--- src/rtl/alloc_tag_pkg.sv ---
package alloc_tag_pkg;
  parameter int TAG_W  = 4;
  parameter int NTAG   = 1 << TAG_W;
  parameter int LFSR_W = 16;
  parameter int CNT_W  = $clog2(NTAG + 1);

  typedef logic [TAG_W-1:0]  tag_t;
  typedef logic [NTAG-1:0]   mask_t;
  typedef logic [LFSR_W-1:0] lfsr_t;
  typedef logic [CNT_W-1:0]  cnt_t;

  typedef struct packed {
    logic vld;
    tag_t tag;
  } nbr_t;

  localparam mask_t RESERVED_RST = mask_t'(1);
  localparam lfsr_t LFSR_ONE     = lfsr_t'(1);

  // x^16 + x^15 + x^13 + x^4 + 1, Fibonacci form
  function automatic lfsr_t lfsr_step(lfsr_t s);
    return {s[LFSR_W-2:0], s[15] ^ s[14] ^ s[12] ^ s[3]};
  endfunction
endpackage

--- src/rtl/tag_lfsr.sv ---
module tag_lfsr
  import alloc_tag_pkg::*;
#(
  parameter lfsr_t SEED = 16'hACE1
) (
  input  logic  clk_i,
  input  logic  rst_ni,
  input  logic  seed_we_i,
  input  lfsr_t seed_i,
  output lfsr_t state_o
);
  lfsr_t state_q;

  always_ff @(posedge clk_i or negedge rst_ni) begin
    if (!rst_ni) begin
      state_q <= SEED;
    end else if (seed_we_i) begin
      state_q <= (seed_i == '0) ? LFSR_ONE : seed_i;
    end else begin
      state_q <= lfsr_step(state_q);
    end
  end

  assign state_o = state_q;
endmodule

--- src/rtl/tag_excl_build.sv ---
module tag_excl_build
  import alloc_tag_pkg::*;
(
  input  mask_t static_i,
  input  tag_t  prev_i,
  input  nbr_t  left_i,
  input  nbr_t  right_i,
  output mask_t allowed_o
);
  mask_t dyn;

  always_comb begin
    dyn = '0;
    dyn[prev_i] = 1'b1;
    if (left_i.vld)  dyn[left_i.tag]  = 1'b1;
    if (right_i.vld) dyn[right_i.tag] = 1'b1;
  end

  assign allowed_o = ~(static_i | dyn);
endmodule

--- src/rtl/tag_pick.sv ---
module tag_pick
  import alloc_tag_pkg::*;
(
  input  mask_t allowed_i,
  input  lfsr_t rnd_i,
  output tag_t  tag_o,
  output logic  none_o
);
  cnt_t  cnt;
  cnt_t  k;
  lfsr_t rem;
  cnt_t  pre [NTAG+1];
  mask_t hit;

  always_comb begin
    cnt = '0;
    for (int i = 0; i < NTAG; i++) cnt = cnt + cnt_t'(allowed_i[i]);
  end

  assign none_o = (cnt == '0);
  assign rem    = none_o ? '0 : (rnd_i % lfsr_t'(cnt));
  assign k      = cnt_t'(rem);

  assign pre[0] = '0;
  for (genvar g = 0; g < NTAG; g++) begin : g_rank
    assign pre[g+1] = pre[g] + cnt_t'(allowed_i[g]);
    assign hit[g]   = allowed_i[g] && (pre[g] == k);
  end

  always_comb begin
    tag_o = '0;
    for (int i = 0; i < NTAG; i++) begin
      if (hit[i]) tag_o = tag_t'(i);
    end
  end
endmodule

--- src/rtl/alloc_tag_picker.sv ---
module alloc_tag_picker
  import alloc_tag_pkg::*;
#(
  parameter lfsr_t SEED = 16'hACE1
) (
  input  logic              clk_i,
  input  logic              rst_ni,
  input  logic              req_i,
  input  logic [TAG_W-1:0]  prev_tag_i,
  input  logic              left_vld_i,
  input  logic [TAG_W-1:0]  left_tag_i,
  input  logic              right_vld_i,
  input  logic [TAG_W-1:0]  right_tag_i,
  input  logic              excl_we_i,
  input  logic [NTAG-1:0]   excl_i,
  input  logic              seed_we_i,
  input  logic [LFSR_W-1:0] seed_i,
  output logic [TAG_W-1:0]  tag_o,
  output logic              tag_vld_o,
  output logic              tag_err_o
);
  mask_t excl_q;
  lfsr_t rnd;
  mask_t allowed;
  tag_t  pick;
  logic  none;

  always_ff @(posedge clk_i or negedge rst_ni) begin
    if (!rst_ni)        excl_q <= RESERVED_RST;
    else if (excl_we_i) excl_q <= excl_i;
  end

  tag_lfsr #(.SEED(SEED)) u_lfsr (
    .clk_i     (clk_i),
    .rst_ni    (rst_ni),
    .seed_we_i (seed_we_i),
    .seed_i    (seed_i),
    .state_o   (rnd)
  );

  tag_excl_build u_excl (
    .static_i  (excl_q),
    .prev_i    (prev_tag_i),
    .left_i    ('{vld: left_vld_i, tag: left_tag_i}),
    .right_i   ('{vld: right_vld_i, tag: right_tag_i}),
    .allowed_o (allowed)
  );

  tag_pick u_pick (
    .allowed_i (allowed),
    .rnd_i     (rnd),
    .tag_o     (pick),
    .none_o    (none)
  );

  always_ff @(posedge clk_i or negedge rst_ni) begin
    if (!rst_ni) begin
      tag_vld_o <= 1'b0;
      tag_err_o <= 1'b0;
      tag_o     <= '0;
    end else begin
      tag_vld_o <= req_i;
      if (req_i) begin
        tag_err_o <= none;
        tag_o     <= none ? '0 : pick;
      end else begin
        tag_err_o <= 1'b0;
      end
    end
  end
endmodule

--- config.mk ---
export PLATFORM = sky130hd
export DESIGN_NAME = alloc_tag_picker
export DESIGN_NICKNAME = d
export VERILOG_FILES = /design/src/rtl/alloc_tag_pkg.sv /design/src/rtl/tag_lfsr.sv /design/src/rtl/tag_excl_build.sv /design/src/rtl/tag_pick.sv /design/src/rtl/alloc_tag_picker.sv
export SDC_FILE = /design/constraint.sdc
export NUM_CORES = 1
export LEC_CHECK = 0
export CAP_MARGIN = 20
export CORE_ASPECT_RATIO = 0.8
export CORE_MARGIN = 3
export CORE_UTILIZATION = 45
export DETAILED_ROUTE_END_ITERATION = 7
export PLACE_DENSITY = 0.66
export REMOVE_ABC_BUFFERS = 1
export SLEW_MARGIN = 30
export SYNTH_ARGS = -nofsm -noshare
export SYNTH_HDL_FRONTEND = slang
export SYNTH_HIERARCHICAL = 1
export SYNTH_SLANG_ARGS = --single-unit
--- constraint.sdc ---
create_clock -name clk_i -period 55 [get_ports clk_i]
set_clock_uncertainty 0.05 [all_clocks]
set_input_delay 11 -clock clk_i [delete_from_list [all_inputs] [get_ports clk_i]]
set_output_delay 11 -clock clk_i [all_outputs]
set_load 0.02 [all_outputs]
# Yosys cells after proc, flatten, opt, wreduce, memory -nomap -nowiden
# Cells that the tools add are included.
# word_totals
out_inout_bits	6
in_bits	51
register_bits	38
word_cells	97
# op_classes
bitwise_logic	7
addsub	15
div	1
reduce_logical	20
order_cmp	6
n_eq_ne	15
muxes	28
# op_table
operator	n
5-bit by 1-bit adder with 5-bit output	14
5-bit equality test	14
16-bit 2-to-1 mux	4
16-bit OR	3
4-bit 2-to-1 mux	9
1-bit logical AND	18
16-bit zero test	1
16-bit by 5-bit modulo with 16-bit output	1
16-bit inverter	1
4-bit by 5-bit less-than comparator with 1-bit output (second input constant)	3
1-bit demux with 4-bit select	3
4-bit by 1-bit >= comparator with 1-bit output (second input constant)	3
3-bit 2-to-1 mux	4
1-bit by 5-bit equality test with 1-bit output	1
5-bit zero test	1
1-bit 2-to-1 mux	5
5-bit 2-to-1 mux	1
2-bit 2-to-1 mux	2
1-bit XOR	3
1-bit by 1-bit adder with 2-bit output	1

# Logic depth before layout (Yosys ltp)
# Gate-level depths: netlist of run 1.
# depth
ltp_word	45
depth_mapped	214
ltp_nobuf	206

# Cells and area by module
# Netlist of run 1, hierarchy kept.
# by_module_without_submodules
mod	cells_each	n_inst	seq_area_each_um2	area_each_um2
tag_pick	1226	1	0.0	8966.1
alloc_tag_picker	54	1	551.8	875.8
tag_lfsr	43	1	410.4	714.4
tag_excl_build	65	1	0.0	429.2

# Least setup slack after synthesis of run 1
# OpenSTA, ideal clock, no wires.
# synth_timing
path_type	input-to-reg
start	input port right_vld_i
end	register tag_o[1]
t_arrival_ns	48.480
path_slack_ns	6.336
setup_time_ns	0.133
required_ns	54.817
path_stages	204
path_buffers	10
cell_sequence	nor3b_1 -> a221o_1 -> a21oi_1 -> fa_1 -> ha_1 -> nand2b_1 -> and2_1 -> inv_1 -> ha_1 -> ha_1 -> ha_1 -> ha_1 -> ha_1 -> ha_1 -> ha_1 -> ha_1 -> ha_1 -> ha_1 -> [168 not listed] -> a211oi_1 -> a41oi_1 -> nor3_1 -> nand4_1 -> o211a_2 -> buf_2 -> o21ai_1 -> o311a_1 -> buf_2 -> buf_6 -> xnor2_1 -> nand2_1 -> nor4_1 -> a31oi_1 -> nand3b_1 -> o211ai_1 -> nand3b_1 -> o21ai_0
# synth_via
elab_chain_cells	37
elab_cells_between_ends	64
classes_between	add/sub: 15; div: 1; eq/ne: 14; mux: 17; bitwise: 2; reduce/logical: 15
# synth_rtl
item	line_no	text
start: declaration	alloc_tag_picker.sv:12	input logic right_vld_i,
16-bit 2-to-1 mux *	tag_excl_build.sv:16	if (right_i.vld) dyn[right_i.tag] = 1'b1;
16-bit OR *	tag_excl_build.sv:19	assign allowed_o = ~(static_i | dyn);
16-bit inverter *	tag_excl_build.sv:19	
via allowed[0]	alloc_tag_picker.sv:24	mask_t allowed;
1-bit by 1-bit adder with 2-bit output *	tag_pick.sv:17, tag_pick.sv:26	
5-bit by 1-bit adder with 5-bit output (13 in series)	tag_pick.sv:17, tag_pick.sv:26	
5-bit by 1-bit adder with 5-bit output	-	
16-bit by 5-bit modulo with 16-bit output or 5-bit zero test (tied branches)	tag_pick.sv:21, tag_pick.sv:20	
5-bit 2-to-1 mux	tag_pick.sv:21	assign rem = none_o ? '0 : (rnd_i % lfsr_t'(cnt));
5-bit equality test	tag_pick.sv:27	assign hit[g] = allowed_i[g] && (pre[g] == k);
1-bit logical AND	tag_pick.sv:27	
2-bit 2-to-1 mux (2 in series)	tag_pick.sv:33	if (hit[i]) tag_o = tag_t'(i);
3-bit 2-to-1 mux (4 in series)	tag_pick.sv:33	
4-bit 2-to-1 mux (7 in series)	tag_pick.sv:33	
4-bit 2-to-1 mux *	tag_pick.sv:33	
via pick[1]	alloc_tag_picker.sv:25	tag_t pick;
4-bit 2-to-1 mux *	alloc_tag_picker.sv:65	tag_o <= none ? '0 : pick;
end signal: assignment	alloc_tag_picker.sv:65	
end: declaration	alloc_tag_picker.sv:18	output logic [TAG_W-1:0] tag_o,
# The timed path passes the listed nets; every way through them passes the cells marked *.
# A chain may end at the register's enable or synchronous reset.

# Worst setup path after layout of run 1
# layout_timing
start	input port prev_tag_i[0]
end	register tag_o[1]
# layout_via
elab_cells_between_ends	72
classes_between	add/sub: 15; div: 1; order compare: 2; eq/ne: 14; mux: 20; bitwise: 4; reduce/logical: 16
# layout_rtl
item	line_no	text
start: declaration	alloc_tag_picker.sv:9	input logic [TAG_W-1:0] prev_tag_i,
4-bit by 5-bit less-than comparator with 1-bit output (not written as such) or 4-bit by 1-bit >= comparator with 1-bit output (tied branches)	tag_excl_build.sv:14	dyn[prev_i] = 1'b1;
1-bit logical AND (not written as such)	tag_excl_build.sv:14	
1-bit 2-to-1 mux (not written as such)	tag_excl_build.sv:14	
1-bit demux with 4-bit select *	-	
16-bit OR (no source line)	-	
16-bit 2-to-1 mux *	tag_excl_build.sv:15	if (left_i.vld) dyn[left_i.tag] = 1'b1;
16-bit OR (no source line)	-	
16-bit 2-to-1 mux *	tag_excl_build.sv:16	
[2 not listed]	-	
via allowed[2]	alloc_tag_picker.sv:24	
[16 not listed]	-	
5-bit equality test	tag_pick.sv:27	
1-bit logical AND	tag_pick.sv:27	
2-bit 2-to-1 mux (2 in series)	tag_pick.sv:33	
3-bit 2-to-1 mux (4 in series)	tag_pick.sv:33	
4-bit 2-to-1 mux (7 in series)	tag_pick.sv:33	
4-bit 2-to-1 mux *	tag_pick.sv:33	
via pick[1]	alloc_tag_picker.sv:25	
4-bit 2-to-1 mux *	alloc_tag_picker.sv:65	
# Marked as above.

==> results of run 1 <==
-- what timing repair did --
action / CTS / global route
buffers inserted: 0 / 3
resized for setup: 0 / 25
endpoints found under the setup margin: 0 / 4
-- synthesized netlist by cell type, types with 26 or more instances --
cell      instances
nor2_1          115
nand2_1         114
ha_1            100
o21ai_0          74
a21oi_1          73
xnor2_1          64
nor3_1           63
nand3_1          51
xor2_1           39
o21a_1           38
inv_1            34
dfrtp_1          29
mux2_2           28
clkbuf_1         26
mux2i_1          26
nand2b_1         26
-- worst max-delay path, delay by kind of cell --
kind / cells / cell delay, ns
xor gates and xnor gates: 4 / 0.71
and+or+nand+nor: 74 / 13.09
muxes: 9 / 2.31
buffers and inverters: 11 / 1.90
AOI/OAI and AO/OA: 69 / 13.26
adders and majority gates: 29 / 9.51
-- sequential cells by signal, summed over array words and instances (netlist names) --
name	flops
tag_o	4
u_lfsr/state_o	16
tag_err_o	1
tag_vld_o	1
excl_q	16
-- metrics by stage --
step                hold WS [ns]  utilization (%)  area (sq um)  worst slack (ns)  instances
global route               0.493             52.8         12500           -0.0748       1800
floorplan                  0.431                -         10700              5.60       1342
CTS                        0.467             52.3         12400              1.77       1797
detailed placement         0.453             51.6         12200              1.68       1789
global placement           0.453             51.6         12200              2.49       1789
finish                     0.470             52.8         12500              3.32       1800
-- cell families (layout without fill, tap and decap cells) --
logic type               count (synthesis)  after routing  synth area share [%]
flip-flops                              38             38                  8.76
AO/OA/AOI/OAI                          403            403                  27.5
XOR/XNOR                               121            121                  11.7
buffers and inverters                   82            182                  3.77
adder cells (fa/ha/maj)                105            105                  12.0
multiplexers                            79             79                  8.54
AND/OR/NAND/NOR                        560            560                  27.7
-- layer usage --
metal	GRT usage, %	wire length (um)	vias up	part of all wire, %
met1	36.9	16500	5181	51
met3	2.72	2120	24	6.6
met4	3.15	260	0	0.81
met5	0	0	-	0
li1	-	-	5467	-
met2	34.1	13300	353	41
-- layout make-up --
class	count	area, sq um
clock buffer	6	139
tap	312	390
sequential	38	962
clock inverter	2	12.5
timing repair buffer	138	1170
fill	2222	11200
inverter	36	135
multi-input combinational	1268	9710
-- cell usage in the layout (no fill, tap or decap), types with 7 or more instances in the layout --
master           count
a21o_1              11
nor4_1              13
nand3b_1            10
mux2i_1             26
o31ai_1             15
and2_1              22
inv_1               34
dfrtp_1             29
o21ai_0             72
a221o_1             16
xor2_1              39
o21ai_1             12
nand2b_1            26
a21oi_2              7
nand4_1             13
o211ai_1            10
clkdlybuf4s50_1     54
buf_4               83
nor3b_1             11
a21oi_1             69
mux2_2              28
nor2_1             113
xnor2_1             62
ha_1                97
a31oi_1             24
mux2_4              19
nand2_1            114
xnor2_2              7
o31a_1               7
o21a_1              38
nor3_1              63
nor2b_1             15
and3_1              19
nand3_1             51
or3_1               13
and4_1               8
a21boi_0             7
dfstp_2              9
-- worst paths after layout --
| path | startpoint | endpoint | slack, ns | cells past startpoint |
|---|---|---|---|---|
| worst max-delay path | prev_tag_i[0] | tag_o[1] | 3.32 | 196 |
| worst min-delay path | excl_q[1] | excl_q[1] | 0.47 | 1 |
| worst max register to register | excl_q[2] | tag_o[1] | 14.58 | 194 |
| worst min register to register | excl_q[1] | excl_q[1] | 0.47 | 1 |
| max in group asynchronous | rst_ni | u_lfsr/state_o[7] | 43.89 | 1 |
| min in group asynchronous | rst_ni | tag_vld_o | 10.64 | 1 |
==> metrics, run 1 <==
Worst setup EP type=flip-flop; most used cell, CP=ha_1; GPL Wtd Cong=0.934; I/O pin count=57; area grow syn2layout=14.0%; CP startpoint kind=primary input; Die X=181 um; Initial Utilization=46.3%; Crit-path slowest cell=clkdlybuf4s50_1; post-synth top area cell=ha_1; slew margin rel.=37.5%; Cell Rows=50; DRT Pass-1 Iters=6; GRT Resource Usage Total=23.2%; Mean Syn Cell Area=7.91 sq um; Synth area leaders=ha_1, dfrtp_1, xnor2_1; fin crit share=94.0%; status=completed; DRT antenna net count=0; total overflow reported by the global router=0; Syn Inst Count=1388; Clock Path Buffers=2; hold-fix buffers at CTS=0; Worst-Margin Slew=0.931 ns; setup tns final=0 ns; total CTS buffers=5; first-pass GRT wire length=52.1 mm; Critical Path AT=51.78 ns; CTS tree=built; DIE AREA=26300 sq um; delay of the slowest critical-path stage=0.59 ns; top cell type's share of synthesized area=11.4%; Max Cap Violations=0; Async SR Flop Fraction=100%; Min-Delay Path Class=reg -> reg; Yosys reg bits=38; initial antenna violation count=0; Hold Vio Cnt, Final=0; Final setup viols=0; Vias=11025; Die Ht=146 um; f_max=19.4 MHz; worst skew pair latency=0.29 ns; Routed WL=32.2 mm; Post-synth EDFFs=0; Synth cell types=133; CP required=55.10 ns; Final nets=1640; average vias per placed instance=6.13; fin. max-slew vios=0; clk sinks=38; Crit Path Max Fanout=19; drt initial violations=1032; vias in the first global route=10105; largest net degree at the start of global routing=39; H-tree levels=2; cell area after synthesis=11000 sq um; Core Region=23700 sq um; root buf cell=clkbuf_16; sequential-to-total area share from yosys stat=8.76%; layout cells sized above 1=17.7%; DP HPWL=26.3 mm; Setup CP Type=in -> reg; antenna cells=0; Residual DRC=0; Synth Warn #=6; DR WL/cell=17.9 um; CTS clk-pin slew, worst paths=0.06 ns; port buffer count=56; post-layout min period=51.68 ns; most used flip-flop cell after synthesis=dfrtp_1
Power of run 1 is left out: the tool's default activity adds up to more than one toggle a clock period on the data nets, which glitch-free logic cannot reach.
==> run 2: changes to the inputs <==
--- a/config.mk
+++ b/config.mk
@@ -10,8 +10,9 @@
 export CORE_MARGIN = 3
 export CORE_UTILIZATION = 45
 export DETAILED_ROUTE_END_ITERATION = 7
-export PLACE_DENSITY = 0.66
+export PLACE_DENSITY = 0.68
 export REMOVE_ABC_BUFFERS = 1
+export SKIP_CTS_REPAIR_TIMING = 1
 export SLEW_MARGIN = 30
 export SYNTH_ARGS = -nofsm -noshare
 export SYNTH_HDL_FRONTEND = slang
==> constraint.sdc (replaced) <==
create_clock -name clk_i -period 43.5 [get_ports clk_i]
set_clock_uncertainty 0.05 [all_clocks]
set_input_delay 8.7 -clock clk_i [delete_from_list [all_inputs] [get_ports clk_i]]
set_output_delay 8.7 -clock clk_i [all_outputs]
set_load 0.02 [all_outputs]
==> run 2 against run 1 <==
  * Design area up 33%
  * Worst setup slack lost 2.8 ns
  * Count of clock-buffer cells in the layout fell by 1
  * Largest cell class unchanged
  * Critical path type unchanged
  * Routed wire length up 29%
==> metrics, run 2 (synthesis results as in run 1) <==
vias in the first global route=12060 (+19%); Initial Utilization=46.3% (unchanged); DP HPWL=30.6 mm (+16%); Routed WL=41.7 mm (+29%); GRT Resource Usage Total=27.1% (+3.9 points); Worst setup EP type=flip-flop; I/O pin count=57 (unchanged); Core Region=23700 sq um (unchanged); Reg-to-Reg Start=excl_q[1]; largest net degree at the start of global routing=39 (unchanged); post-route insts no fill=2169 (+21%); CP required=43.61 ns (-11.49 ns); footprint of the multi-input gates=10900 sq um (+12%); placed cells=2095 (+17%); CTS tree=built; total CTS buffers=5 (unchanged); crit path to=tag_o[3]; area grow syn2layout=51.1%; first-pass GRT wire length=60.8 mm (+17%); Crit-path slowest cell=fa_2; post-layout min period=42.95 ns; Die Ht=146 um (unchanged); most frequent cells in the layout=buf_4, nand2_1, nor2_1; average vias per placed instance=6.08 (-0.78%); delay of the slowest critical-path stage=0.57 ns (-0.02 ns); Hold Vio Cnt, Final=0 (unchanged); initial antenna violation count=0 (unchanged); Clock Path Buffers=2 (unchanged); Max Cap Violations=0 (unchanged); commonest non-fill, non-tap cell in the layout=buf_4; DR WL/cell=19.2 um (+7.5%); DRT antenna net count=0 (unchanged); Min-Delay Path Class=reg -> reg; root buf cell=clkbuf_16; antenna cells=0 (unchanged); total overflow reported by the global router=0 (unchanged); Residual DRC=0 (unchanged); fin crit share=98.7%; slew margin rel.=31.3% (-6.1 points); CTS clk-pin slew, worst paths=0.07 ns (about the same); f_max=23.3 MHz; DIE AREA=26300 sq um (unchanged); fin. max-slew vios=0 (unchanged); drt initial violations=1286 (+25%); FF+latch area=962 sq um (unchanged); Vias=13181 (+20%); status=completed; Final setup viols=0 (unchanged); Worst-Margin Slew=1.03 ns (+0.0953 ns); Critical Path AT=43.06 ns (-8.72 ns); Cell Rows=50 (unchanged); Crit Path Max Fanout=6 (-13); Worst Setup SP=right_tag_i[0]; fillcell total=1711 (-23%); r2r setup slk=8.95 ns (-5.63 ns); Setup CP Type=in -> reg; worst skew pair latency=0.29 ns (about the same); R2R depth=200 (+3.1%); port buffer count=56 (unchanged); Final nets=2009 (+23%); GPL Wtd Cong=0.952 (+1.9%); most used cell, CP=o21a_1; layout cells sized above 1=42.9% (+25 points); clk sinks=38 (unchanged); DRT Pass-1 Iters=5 (-1); H-tree levels=2 (unchanged); Reg-to-Reg End=tag_o[3]; CP startpoint kind=primary input; Die X=181 um (unchanged)
==> run 2: metrics by stage <==
stage	util [%]	setup TNS, ns	worst slack [ns]	hold slack (ns)	area (sq um)
CTS	62.2	-10.31	-2.59	0.471	14700
global route	70.0	-4.41	-1.14	0.484	16600
floorplan	-	-14.23	-3.60	0.431	10700
finish	70.0	0	0.552	0.467	16600
detailed placement	61.3	-10.03	-2.53	0.456	14500
global placement	61.3	-4.46	-1.16	0.451	14500
==> run 2: critical path, delay by kind of cell <==
family          cells  cell delay (ns)
xor+xnor            4             0.77
buf+inv            10             1.00
mux                10             2.02
compound gates     73            11.15
fa+ha+maj          28             7.51
simple gates       77            11.83
==> run 2: per-layer routing <==
layer	part of all wire (%)	track usage, %	vias to the layer above	routed length [um]
met5	0	0	-	0
met4	1.9	4.26	0	782
met1	45	41.3	6309	18800
met3	7.6	3.22	88	3150
li1	-	-	6207	-
met2	45	41.7	577	18900
==> run 2: layout make-up <==
cell class,count,share of cell area (%)
multi-input cells,1270,65.7
repair buffers,505,24.1
flip-flops and latches,38,5.80
well taps,312,2.35
inverters,36,0.829
clock buffers,5,0.754
clock inverters,3,0.415
==> run 2: how the worst min path moves through the flow <==
stage	slack, ns	cells after the start	end	start
finish	0.47	1	excl_q[4]	excl_q[4]
global route	0.48	1	excl_q[4]	excl_q[4]
CTS	0.47	1	excl_q[4]	excl_q[4]
detailed placement	0.46	1	excl_q[4]	excl_q[4]
global placement	0.45	1	excl_q[4]	excl_q[4]
floorplan	0.43	1	excl_q[3]	excl_q[3]
Power of run 2 is left out for the same reason.
